==> config.mk <==
export PLATFORM = sky130hd
export DESIGN_NAME = spi9_cmd_engine
export DESIGN_NICKNAME = d
export VERILOG_FILES = /design/src/rtl/spi9_pkg.sv /design/src/rtl/spi9_tick.sv /design/src/rtl/spi9_shift.sv /design/src/rtl/spi9_cmd_engine.sv
export SDC_FILE = /design/constraint.sdc
export NUM_CORES = 1
export LEC_CHECK = 0
export ABC_AREA = 1
export BUFFER_PORTS_ARGS = -buffer_cell sky130_fd_sc_hd__buf_2
export CORE_UTILIZATION = 54
export DETAILED_ROUTE_END_ITERATION = 8
export GPL_TIMING_DRIVEN = 0
export PLACE_DENSITY = 0.77
export SKIP_CTS_REPAIR_TIMING = 1
export SLEW_MARGIN = 20
export SYNTH_ARGS = -nofsm -noshare
export SYNTH_HDL_FRONTEND = slang
export SYNTH_SLANG_ARGS = --single-unit
==> constraint.sdc <==
create_clock -name clk_i -period 2.7 [get_ports clk_i]
set_input_delay 0.27 -clock clk_i [delete_from_list [all_inputs] [get_ports clk_i]]
set_output_delay 0.27 -clock clk_i [all_outputs]
set_load 0.02 [all_outputs]
==> src/rtl/spi9_pkg.sv <==
package spi9_pkg;
  localparam int WORD_W = 9;
  localparam int BYTE_W = 8;
  localparam int BIT_W  = $clog2(WORD_W);

  typedef enum logic [2:0] {
    ST_IDLE,
    ST_SETUP,
    ST_SHIFT,
    ST_LOAD,
    ST_WAITP,
    ST_HOLD,
    ST_FIN
  } st_e;
endpackage

==> src/rtl/spi9_tick.sv <==
module spi9_tick #(
  parameter int DIV_W = 4
) (
  input  logic             clk_i,
  input  logic             rst_ni,
  input  logic             en_i,
  input  logic [DIV_W-1:0] lim_i,
  output logic             tick_o
);
  logic [DIV_W-1:0] cnt_q;

  assign tick_o = en_i && (cnt_q == lim_i);

  always_ff @(posedge clk_i or negedge rst_ni) begin
    if (!rst_ni)                cnt_q <= '0;
    else if (!en_i || tick_o)   cnt_q <= '0;
    else                        cnt_q <= cnt_q + 1'b1;
  end

  AST_TICK_BOUND: assert property (@(posedge clk_i) disable iff (!rst_ni)
    en_i |-> cnt_q <= lim_i);
endmodule

==> src/rtl/spi9_shift.sv <==
module spi9_shift
  import spi9_pkg::*;
(
  input  logic              clk_i,
  input  logic              rst_ni,
  input  logic              load_i,
  input  logic [WORD_W-1:0] word_i,
  input  logic              shift_i,
  input  logic              sample_i,
  input  logic              miso_i,
  output logic              mosi_o,
  output logic [BYTE_W-1:0] rx_o
);
  logic [WORD_W-1:0] tx_q;
  logic [BYTE_W-1:0] rx_q;

  always_ff @(posedge clk_i or negedge rst_ni) begin
    if (!rst_ni)      tx_q <= '0;
    else if (load_i)  tx_q <= word_i;
    else if (shift_i) tx_q <= {tx_q[WORD_W-2:0], 1'b0};
  end

  // older bits fall off the top, so a leading dummy bit is dropped for free
  always_ff @(posedge clk_i or negedge rst_ni) begin
    if (!rst_ni)       rx_q <= '0;
    else if (sample_i) rx_q <= {rx_q[BYTE_W-2:0], miso_i};
  end

  assign mosi_o = tx_q[WORD_W-1];
  assign rx_o   = rx_q;
endmodule

==> src/rtl/spi9_cmd_engine.sv <==
module spi9_cmd_engine
  import spi9_pkg::*;
#(
  parameter int CNT_W = 4,
  parameter int DIV_W = 4
) (
  input  logic             clk_i,
  input  logic             rst_ni,
  input  logic             req_valid_i,
  input  logic [7:0]       req_cmd_i,
  input  logic [CNT_W-1:0] req_nwr_i,
  input  logic [CNT_W-1:0] req_nrd_i,
  input  logic [DIV_W-1:0] req_div_i,
  output logic             busy_o,
  input  logic             par_valid_i,
  input  logic             par_flag_i,
  input  logic [7:0]       par_data_i,
  output logic             par_ready_o,
  output logic             rd_valid_o,
  output logic [7:0]       rd_data_o,
  output logic             done_o,
  output logic             spi_cs_no,
  output logic             spi_sck_o,
  output logic             spi_mosi_o,
  input  logic             spi_miso_i
);
  st_e               st_q;
  logic              cs_n_q, sck_q, ph_q, done_q, rdv_q;
  logic              multi_q, first_rd_q, rd_mode_q;
  logic [DIV_W-1:0]  div_q;
  logic [CNT_W-1:0]  wr_left_q, rd_left_q;
  logic [BIT_W-1:0]  bit_left_q;
  logic [BYTE_W-1:0] rdd_q, rx;
  logic              tick, tick_en, accept, hs, rise, fall, word_end;
  logic              ld, load_rd, tx_bit;
  logic [WORD_W-1:0] ld_word;

  assign tick_en  = (st_q == ST_SETUP) || (st_q == ST_SHIFT) || (st_q == ST_HOLD);
  assign accept   = (st_q == ST_IDLE) && req_valid_i;
  assign hs       = (st_q == ST_WAITP) && par_valid_i;
  assign rise     = (st_q == ST_SHIFT) && tick && !sck_q;
  assign fall     = (st_q == ST_SHIFT) && tick && sck_q;
  assign word_end = fall && (bit_left_q == '0);
  assign load_rd  = (st_q == ST_LOAD) && (wr_left_q == '0) && (rd_left_q != '0);
  assign ld       = accept || hs || load_rd;
  assign ld_word  = accept ? {1'b0, req_cmd_i} :
                    hs     ? {par_flag_i, par_data_i} : '0;

  spi9_tick #(.DIV_W(DIV_W)) u_tick (
    .clk_i  (clk_i),
    .rst_ni (rst_ni),
    .en_i   (tick_en),
    .lim_i  (div_q),
    .tick_o (tick)
  );

  spi9_shift u_shift (
    .clk_i    (clk_i),
    .rst_ni   (rst_ni),
    .load_i   (ld),
    .word_i   (ld_word),
    .shift_i  (fall && (bit_left_q != '0)),
    .sample_i (rise),
    .miso_i   (spi_miso_i),
    .mosi_o   (tx_bit),
    .rx_o     (rx)
  );

  always_ff @(posedge clk_i or negedge rst_ni) begin
    if (!rst_ni) begin
      st_q       <= ST_IDLE;
      cs_n_q     <= 1'b1;
      sck_q      <= 1'b0;
      ph_q       <= 1'b0;
      done_q     <= 1'b0;
      rdv_q      <= 1'b0;
      rdd_q      <= '0;
      multi_q    <= 1'b0;
      first_rd_q <= 1'b0;
      rd_mode_q  <= 1'b0;
      div_q      <= '0;
      wr_left_q  <= '0;
      rd_left_q  <= '0;
      bit_left_q <= '0;
    end else begin
      done_q <= 1'b0;
      rdv_q  <= 1'b0;
      unique case (st_q)
        ST_IDLE: if (accept) begin
          cs_n_q     <= 1'b0;
          div_q      <= req_div_i;
          wr_left_q  <= req_nwr_i;
          rd_left_q  <= req_nrd_i;
          multi_q    <= req_nrd_i > CNT_W'(1);
          first_rd_q <= 1'b1;
          rd_mode_q  <= 1'b0;
          bit_left_q <= BIT_W'(WORD_W - 1);
          ph_q       <= 1'b0;
          st_q       <= ST_SETUP;
        end
        ST_SETUP: if (tick) begin
          ph_q <= ~ph_q;
          if (ph_q) st_q <= ST_SHIFT;
        end
        ST_SHIFT: begin
          if (rise) sck_q <= 1'b1;
          if (fall) begin
            sck_q <= 1'b0;
            if (bit_left_q == '0) begin
              st_q <= ST_LOAD;
              if (rd_mode_q) begin
                rdv_q     <= 1'b1;
                rdd_q     <= rx;
                rd_left_q <= rd_left_q - 1'b1;
              end
            end else begin
              bit_left_q <= bit_left_q - 1'b1;
            end
          end
        end
        ST_LOAD: begin
          if (wr_left_q != '0) begin
            st_q <= ST_WAITP;
          end else if (rd_left_q != '0) begin
            rd_mode_q  <= 1'b1;
            first_rd_q <= 1'b0;
            bit_left_q <= (first_rd_q && multi_q) ? BIT_W'(BYTE_W) : BIT_W'(BYTE_W - 1);
            st_q       <= ST_SHIFT;
          end else begin
            ph_q <= 1'b0;
            st_q <= ST_HOLD;
          end
        end
        ST_WAITP: if (hs) begin
          wr_left_q  <= wr_left_q - 1'b1;
          bit_left_q <= BIT_W'(WORD_W - 1);
          st_q       <= ST_SHIFT;
        end
        ST_HOLD: if (tick) begin
          ph_q <= ~ph_q;
          if (ph_q) begin
            cs_n_q <= 1'b1;
            st_q   <= ST_FIN;
          end
        end
        ST_FIN: begin
          done_q <= 1'b1;
          st_q   <= ST_IDLE;
        end
        default: st_q <= ST_IDLE;
      endcase
    end
  end

  assign busy_o      = (st_q != ST_IDLE);
  assign par_ready_o = (st_q == ST_WAITP);
  assign rd_valid_o  = rdv_q;
  assign rd_data_o   = rdd_q;
  assign done_o      = done_q;
  assign spi_cs_no   = cs_n_q;
  assign spi_sck_o   = sck_q;
  assign spi_mosi_o  = (st_q == ST_SHIFT) && tx_bit;

  AST_IDLE_QUIET: assert property (@(posedge clk_i) disable iff (!rst_ni)
    spi_cs_no |-> !spi_sck_o && !spi_mosi_o);
  AST_MOSI_HELD_HIGH: assert property (@(posedge clk_i) disable iff (!rst_ni)
    spi_sck_o |-> $stable(spi_mosi_o));
  AST_PAR_IN_FRAME: assert property (@(posedge clk_i) disable iff (!rst_ni)
    par_ready_o |-> !spi_cs_no && !spi_sck_o);
  AST_RD_IN_FRAME: assert property (@(posedge clk_i) disable iff (!rst_ni)
    rd_valid_o |-> !spi_cs_no);
  AST_DONE_AFTER_RELEASE: assert property (@(posedge clk_i) disable iff (!rst_ni)
    done_o |-> spi_cs_no && $past(spi_cs_no) && !$past(spi_cs_no, 2));
endmodule

[Word level (Yosys, flattened, before mapping)]
Cells that the tools add are included.
Storage, ports and cells
  flip-flop bits (word level): 56
  input bits: 34
  word-level logic and storage cells: 142
Operators by class
  add/sub/neg operators: 4
  $lt $le $gt $ge: 1
  equality and inequality tests: 21
  multiplexer cells: 54
  bitwise gates (word level): 1
  reductions and logical operators: 44
Operators with widths (number)
  two-way mux 4 bit: 14
  two-way mux 9 bit: 4
  two-way mux 3 bit: 10
  inequality test 2 bit (second input constant): 11
  two-way mux 1 bit: 18
  case mux 3 bit (6 select lines): 1
  case mux 4 bit (2 select lines): 2
  case mux 4 bit (4 select lines): 1
  nonzero test 4 bit: 4
  AND reduction 4 bit: 3
  nonzero test 2 bit: 6
  subtractor 4 x 1 -> 4 bit (second input constant): 3
  logical AND 1 bit: 11
  AND reduction 5 bit: 2
  == test 3 bit (second input constant): 3
  zero test 4 bit: 2
  AND reduction 8 bit: 1
  AND reduction 7 bit: 1
  == test 3 x 2 -> 1 bit (second input constant): 2
  inequality test 2 x 1 -> 1 bit (second input constant): 3
  case mux 1 bit (2 select lines): 3
  nonzero test 3 bit: 2
  logical OR 1 bit: 5
  adder 4 x 1 -> 4 bit (second input constant): 1
  other kinds (10): 12

[Longest topological paths before layout]
  word-level depth: 9
  gate-level depth with buffers: 11
  depth with buffers taken out: 10

[Modules after synthesis]
A second synthesis with hierarchy kept.
Second synthesis, totals
  cell total of the unflattened synthesis: 399
  area total of the unflattened synthesis: 3042.9 um2
By module, submodules not included
  spi9_cmd_engine: times used 1, cells an instance 282, area each 2062.0 um2, sequential area each 877.1 um2
  spi9_shift: times used 1, cells an instance 78, area each 726.9 um2, sequential area each 425.4 um2
  spi9_tick: times used 1, cells an instance 39, area each 254.0 um2, sequential area each 100.1 um2

[Worst setup path before layout]
No wires, ideal clock.
  path kind: reg-to-reg
  start: register rd_left_q[0]
  end: register bit_left_q[2]
  setup time: 117 ps
  arrival: 1468 ps
  required time: 2583 ps
  path slack: 1115 ps
  cell stages (with the launch flop): 12
  path buffers: 1
  clock period less this slack: 1585 ps
  path through: dfrtp_1 > inv_1 > ha_1 > nand2_1 > nor2_1 > o21ai_1 > nand4_1 > nor2_2 > nand2_2 > buf_6 > nand2_1 > nand2_1
On the way
  longest elaborated chain between the ends: 3
Ends and longest elaborated chain
  start, declared: line spi9_cmd_engine.sv:31  | logic [CNT_W-1:0] wr_left_q, rd_left_q;
  start signal, assigned: line spi9_cmd_engine.sv:93  | rd_left_q <= req_nrd_i;
  start signal, assigned: line spi9_cmd_engine.sv:114  | rd_left_q <= rd_left_q - 1'b1;
  nonzero test 4 bit: line spi9_cmd_engine.sv:124  | end else if (rd_left_q != '0) begin
  inequality test 2 x 1 -> 1 bit (no line)
  AND reduction 7 bit (no line)
  end signal, assigned: line spi9_cmd_engine.sv:117  | bit_left_q <= bit_left_q - 1'b1;
  end signal, assigned: line spi9_cmd_engine.sv:127  | bit_left_q <= (first_rd_q && multi_q) ? BIT_W'(BYTE_W) : BIT_W'(BYTE_W - 1);
  end signal, assigned: line spi9_cmd_engine.sv:136  | bit_left_q <= BIT_W'(WORD_W - 1);
  end, declared: line spi9_cmd_engine.sv:32  | logic [BIT_W-1:0] bit_left_q;
No other way between the ends.
A chain may end at the register's enable or synchronous reset.

[Final worst setup path]
  start: register st_q[2]
  end: output port spi_mosi_o
On the way
  longest elaborated chain between the ends: 2
Ends and longest elaborated chain
  start, declared: line spi9_cmd_engine.sv:27  | st_e st_q;
  start signal, assigned: line spi9_cmd_engine.sv:71  | st_q <= ST_IDLE;
  start signal, assigned: line spi9_cmd_engine.sv:99  | st_q <= ST_SETUP;
  start signal, assigned: line spi9_cmd_engine.sv:103  | if (ph_q) st_q <= ST_SHIFT;
  == test 3 x 2 -> 1 bit: line spi9_cmd_engine.sv:162  | assign spi_mosi_o = (st_q == ST_SHIFT) && tx_bit;
  logical AND 1 bit: line spi9_cmd_engine.sv:162
  end, declared: line spi9_cmd_engine.sv:24  | output logic spi_mosi_o,
No other way between the ends.

==> impl_metrics.json <==
{
  "setup_violations": 0,
  "grtUsageTotal_pct": 23.1,
  "swShare_pct": 43.1,
  "max_freq_ghz": 0.470,
  "rows": 26,
  "finalHoldViolCount": 18,
  "vias": 2479,
  "antenna_cells": 0,
  "fin_skew_ps": 7.12,
  "die_w_um": 75.4,
  "synthesis.area_mm2": 0.00291,
  "syn_area_per_cell_um2": 7.85,
  "slowest_stage": "dfrtp_1",
  "antenna_found_initial": 0,
  "clock_sinks": 56,
  "grt_max_degree": 57,
  "worstPathRequired_ps": 2430,
  "violations": "hold timing",
  "die_area_mm2": 0.00569,
  "syn_nets": 411,
  "path_clk_slew_ps": 100,
  "worst_slew_pin_slew_ps": 683,
  "globalplace.congestion": 0.825,
  "cts_root_buf": "clkbuf_8",
  "relSlewSlack_pct": 54.5,
  "hp-class": "in2async",
  "gr-total-overflow": 0,
  "critPathLaunchType": "register",
  "drt_iter0_drc": 159,
  "finish.instance_area_mm2": 0.00335,
  "synth.mux.area_fraction_pct": 0.344,
  "seqPwrFrac_pct": 37.5,
  "routedWlPerCell_um": 12.1,
  "grt_pass1_wl_um": 9850,
  "synth_simple_gate_area_share_pct": 29.0,
  "end_kind": "primary output",
  "port_buffers": 48,
  "crit_arrival_ps": 1860,
  "place_inst": 489,
  "core-area_mm2": 0.00514,
  "synth_most_common_cell": "nand2_1",
  "ir_drop_v": 0.000423,
  "yosysSeqAreaShare_pct": 48.2,
  "dp_hpwl_um": 4380,
  "cpPeakStageDelay_ps": 450,
  "cts_tree": "done",
  "p_sw_mw": 1.48,
  "fillerInstances": 475,
  "insertion_delay_ps": 320,
  "synth_fa_ha_area_share_pct": 2.58,
  "async_reset_ff_share_pct": 100,
  "synth_top_area_share_pct": 47.3,
  "drt_wl_total_um": 5990,
  "comb_power_share_pct": 46.4,
  "internal_power_mw": 1.95,
  "die_h_um": 75.4,
  "slew_violations": 0,
  "synth_top_family_by_area": "simple AND/OR/NAND/NOR gates",
  "worstPathCellList": "inv_2 -> nand2_2 -> nor2_4 -> inv_2 -> clkbuf_1 -> nor2_1 -> buf_2",
  "cts_buffers": 5,
  "synth_area_leader_cell": "dfrtp_1",
  "status": "finished, violations left",
  "synth_edf_count": 0,
  "rsz0062_at_grt": "no",
  "place_area_mm2": 0.00324,
  "drc": 0,
  "ys_types": 32,
  "io_pins": 49,
  "cp_common_cell": "inv_2",
  "fin_crit_ps": 2130,
  "synth_commonest_cells": "nand2_1 (117), dfrtp_1 (55), inv_1 (41), nand3_1 (37), o21ai_0 (25)",
  "synth_top_flop_cell": "dfrtp_1",
  "synth_compound_area_share_pct": 10.5,
  "critPathTopFamily": "buffers and inverters",
  "viasPerCell": 4.99,
  "worstPathBufferInverterCount": 4,
  "syn_inst": 371,
  "syn_to_final_growth_pct": 15.2,
  "ant_nets": 0,
  "synth_seq_cells": 56,
  "p_clk_share_pct": 16.1,
  "cts_buffer_depth": 2,
  "period_share_pct": 78.9,
  "synth.area.top_cells": "dfrtp_1 (47%), nand2_1 (15%), nand3_1 (6.4%)",
  "power.density_mw_per_mm2": 1020,
  "fin_hold_ws_ps": -18.1,
  "yosysWarnings": 0,
  "drive_above_1_share_pct": 19.7,
  "layoutNonFillerInstCount": 497,
  "finalSetupTns_ps": 0,
  "cp_max_fo": 10,
  "synth-xor-area-share_pct": 1.80,
  "grt_pass1_vias": 2258,
  "final_nets": 466,
  "drv_cap": 0,
  "htree_num_levels": 2,
  "drt_first_pass_iters": 4,
  "start_util_pct": 56.7,
  "power.static_leakage_nw": 1.75,
  "critPathKind": "reg2out"
}
==> path summary, 6_finish.rpt <==
kind,start,endpoint,slack [ps],cells past startpoint
hold / removal,rst_ni,u_shift.tx_q[6],-20,1
min in group clk_i,req_div_i[1],div_q[1],160,3
max in group asynchronous,rst_ni,rd_data_o[5],2260,1
hold reg to reg,u_shift.tx_q[7],u_shift.tx_q[7],480,2
setup / recovery,st_q[2],spi_mosi_o,570,7
setup reg to reg,rd_left_q[0],u_shift.tx_q[1],820,11
==> state kept, by name, summed over array words and instances (netlist names), 3 cells and up <==
register      count
bit_left_q        4
div_q             4
rd_data_o         8
rd_left_q         4
st_q              3
u_shift.rx_o      8
u_shift.tx_q      9
u_tick.cnt_q      4
wr_left_q         4
==> cell type report <==
| type | instances | area (µm²) | area share [%] |
|---|---|---|---|
| inverter | 47 | 176 | 5.26 |
| clock buffer | 6 | 72.6 | 2.16 |
| multi-input combinational | 260 | 1290 | 38.4 |
| sequential | 56 | 1400 | 41.8 |
| tap | 70 | 87.6 | 2.61 |
| timing repair buffer | 48 | 243 | 7.24 |
| clock inverter | 2 | 38.8 | 1.16 |
| buffer | 8 | 46.3 | 1.38 |
==> power by group through the flow <==
stage	Clock [mW]	Combinational, mW	Sequential (mW)
2_1_floorplan	0	1.23	1.27
3_3_place_gp	0	1.54	1.29
3_5_place_dp	0	1.59	1.30
4_1_cts	0.568	1.60	1.28
5_1_grt	0.601	1.82	1.32
6_report	0.554	1.59	1.29
==> metal layers <==
metal	GRT usage, %	share of wire [%]
met5	0	0
met1	30.9	49
met2	38.7	46
met4	5.56	1.0
met3	5.03	3.7
==> per-stage QoR <==
step	utilization (%)	setup slack (ps)	hold WS [ps]	power, mW
floorplan	-	1120	-25.6	2.50
global route	65.3	428	49.8	3.74
CTS	65.3	579	20.4	3.45
finish	65.3	570	-18.1	3.43
global placement	63.0	856	455	2.83
detailed placement	63.1	840	373	2.89
==> cells by family after synthesis <==
logic type,count (synthesis)
compound gates,54
xor+xnor,6
fa+ha+maj,6
buf+inv,55
flops,56
mux,1
simple gates,193
==> layout by cell type (no fill, tap or decap), drive strengths merged, types with 2 or more instances in the layout <==
master / count
a21oi: 4
buf: 54
clkbuf: 8
dfrtp: 55
ha: 6
inv: 48
nand2: 122
nand3: 39
nor2: 26
nor3: 4
o211ai: 2
o21a: 2
o21ai: 40
o21bai: 2
o22ai: 2
xnor2: 3
xor2: 3
Power figures use the tool's default switching activity.
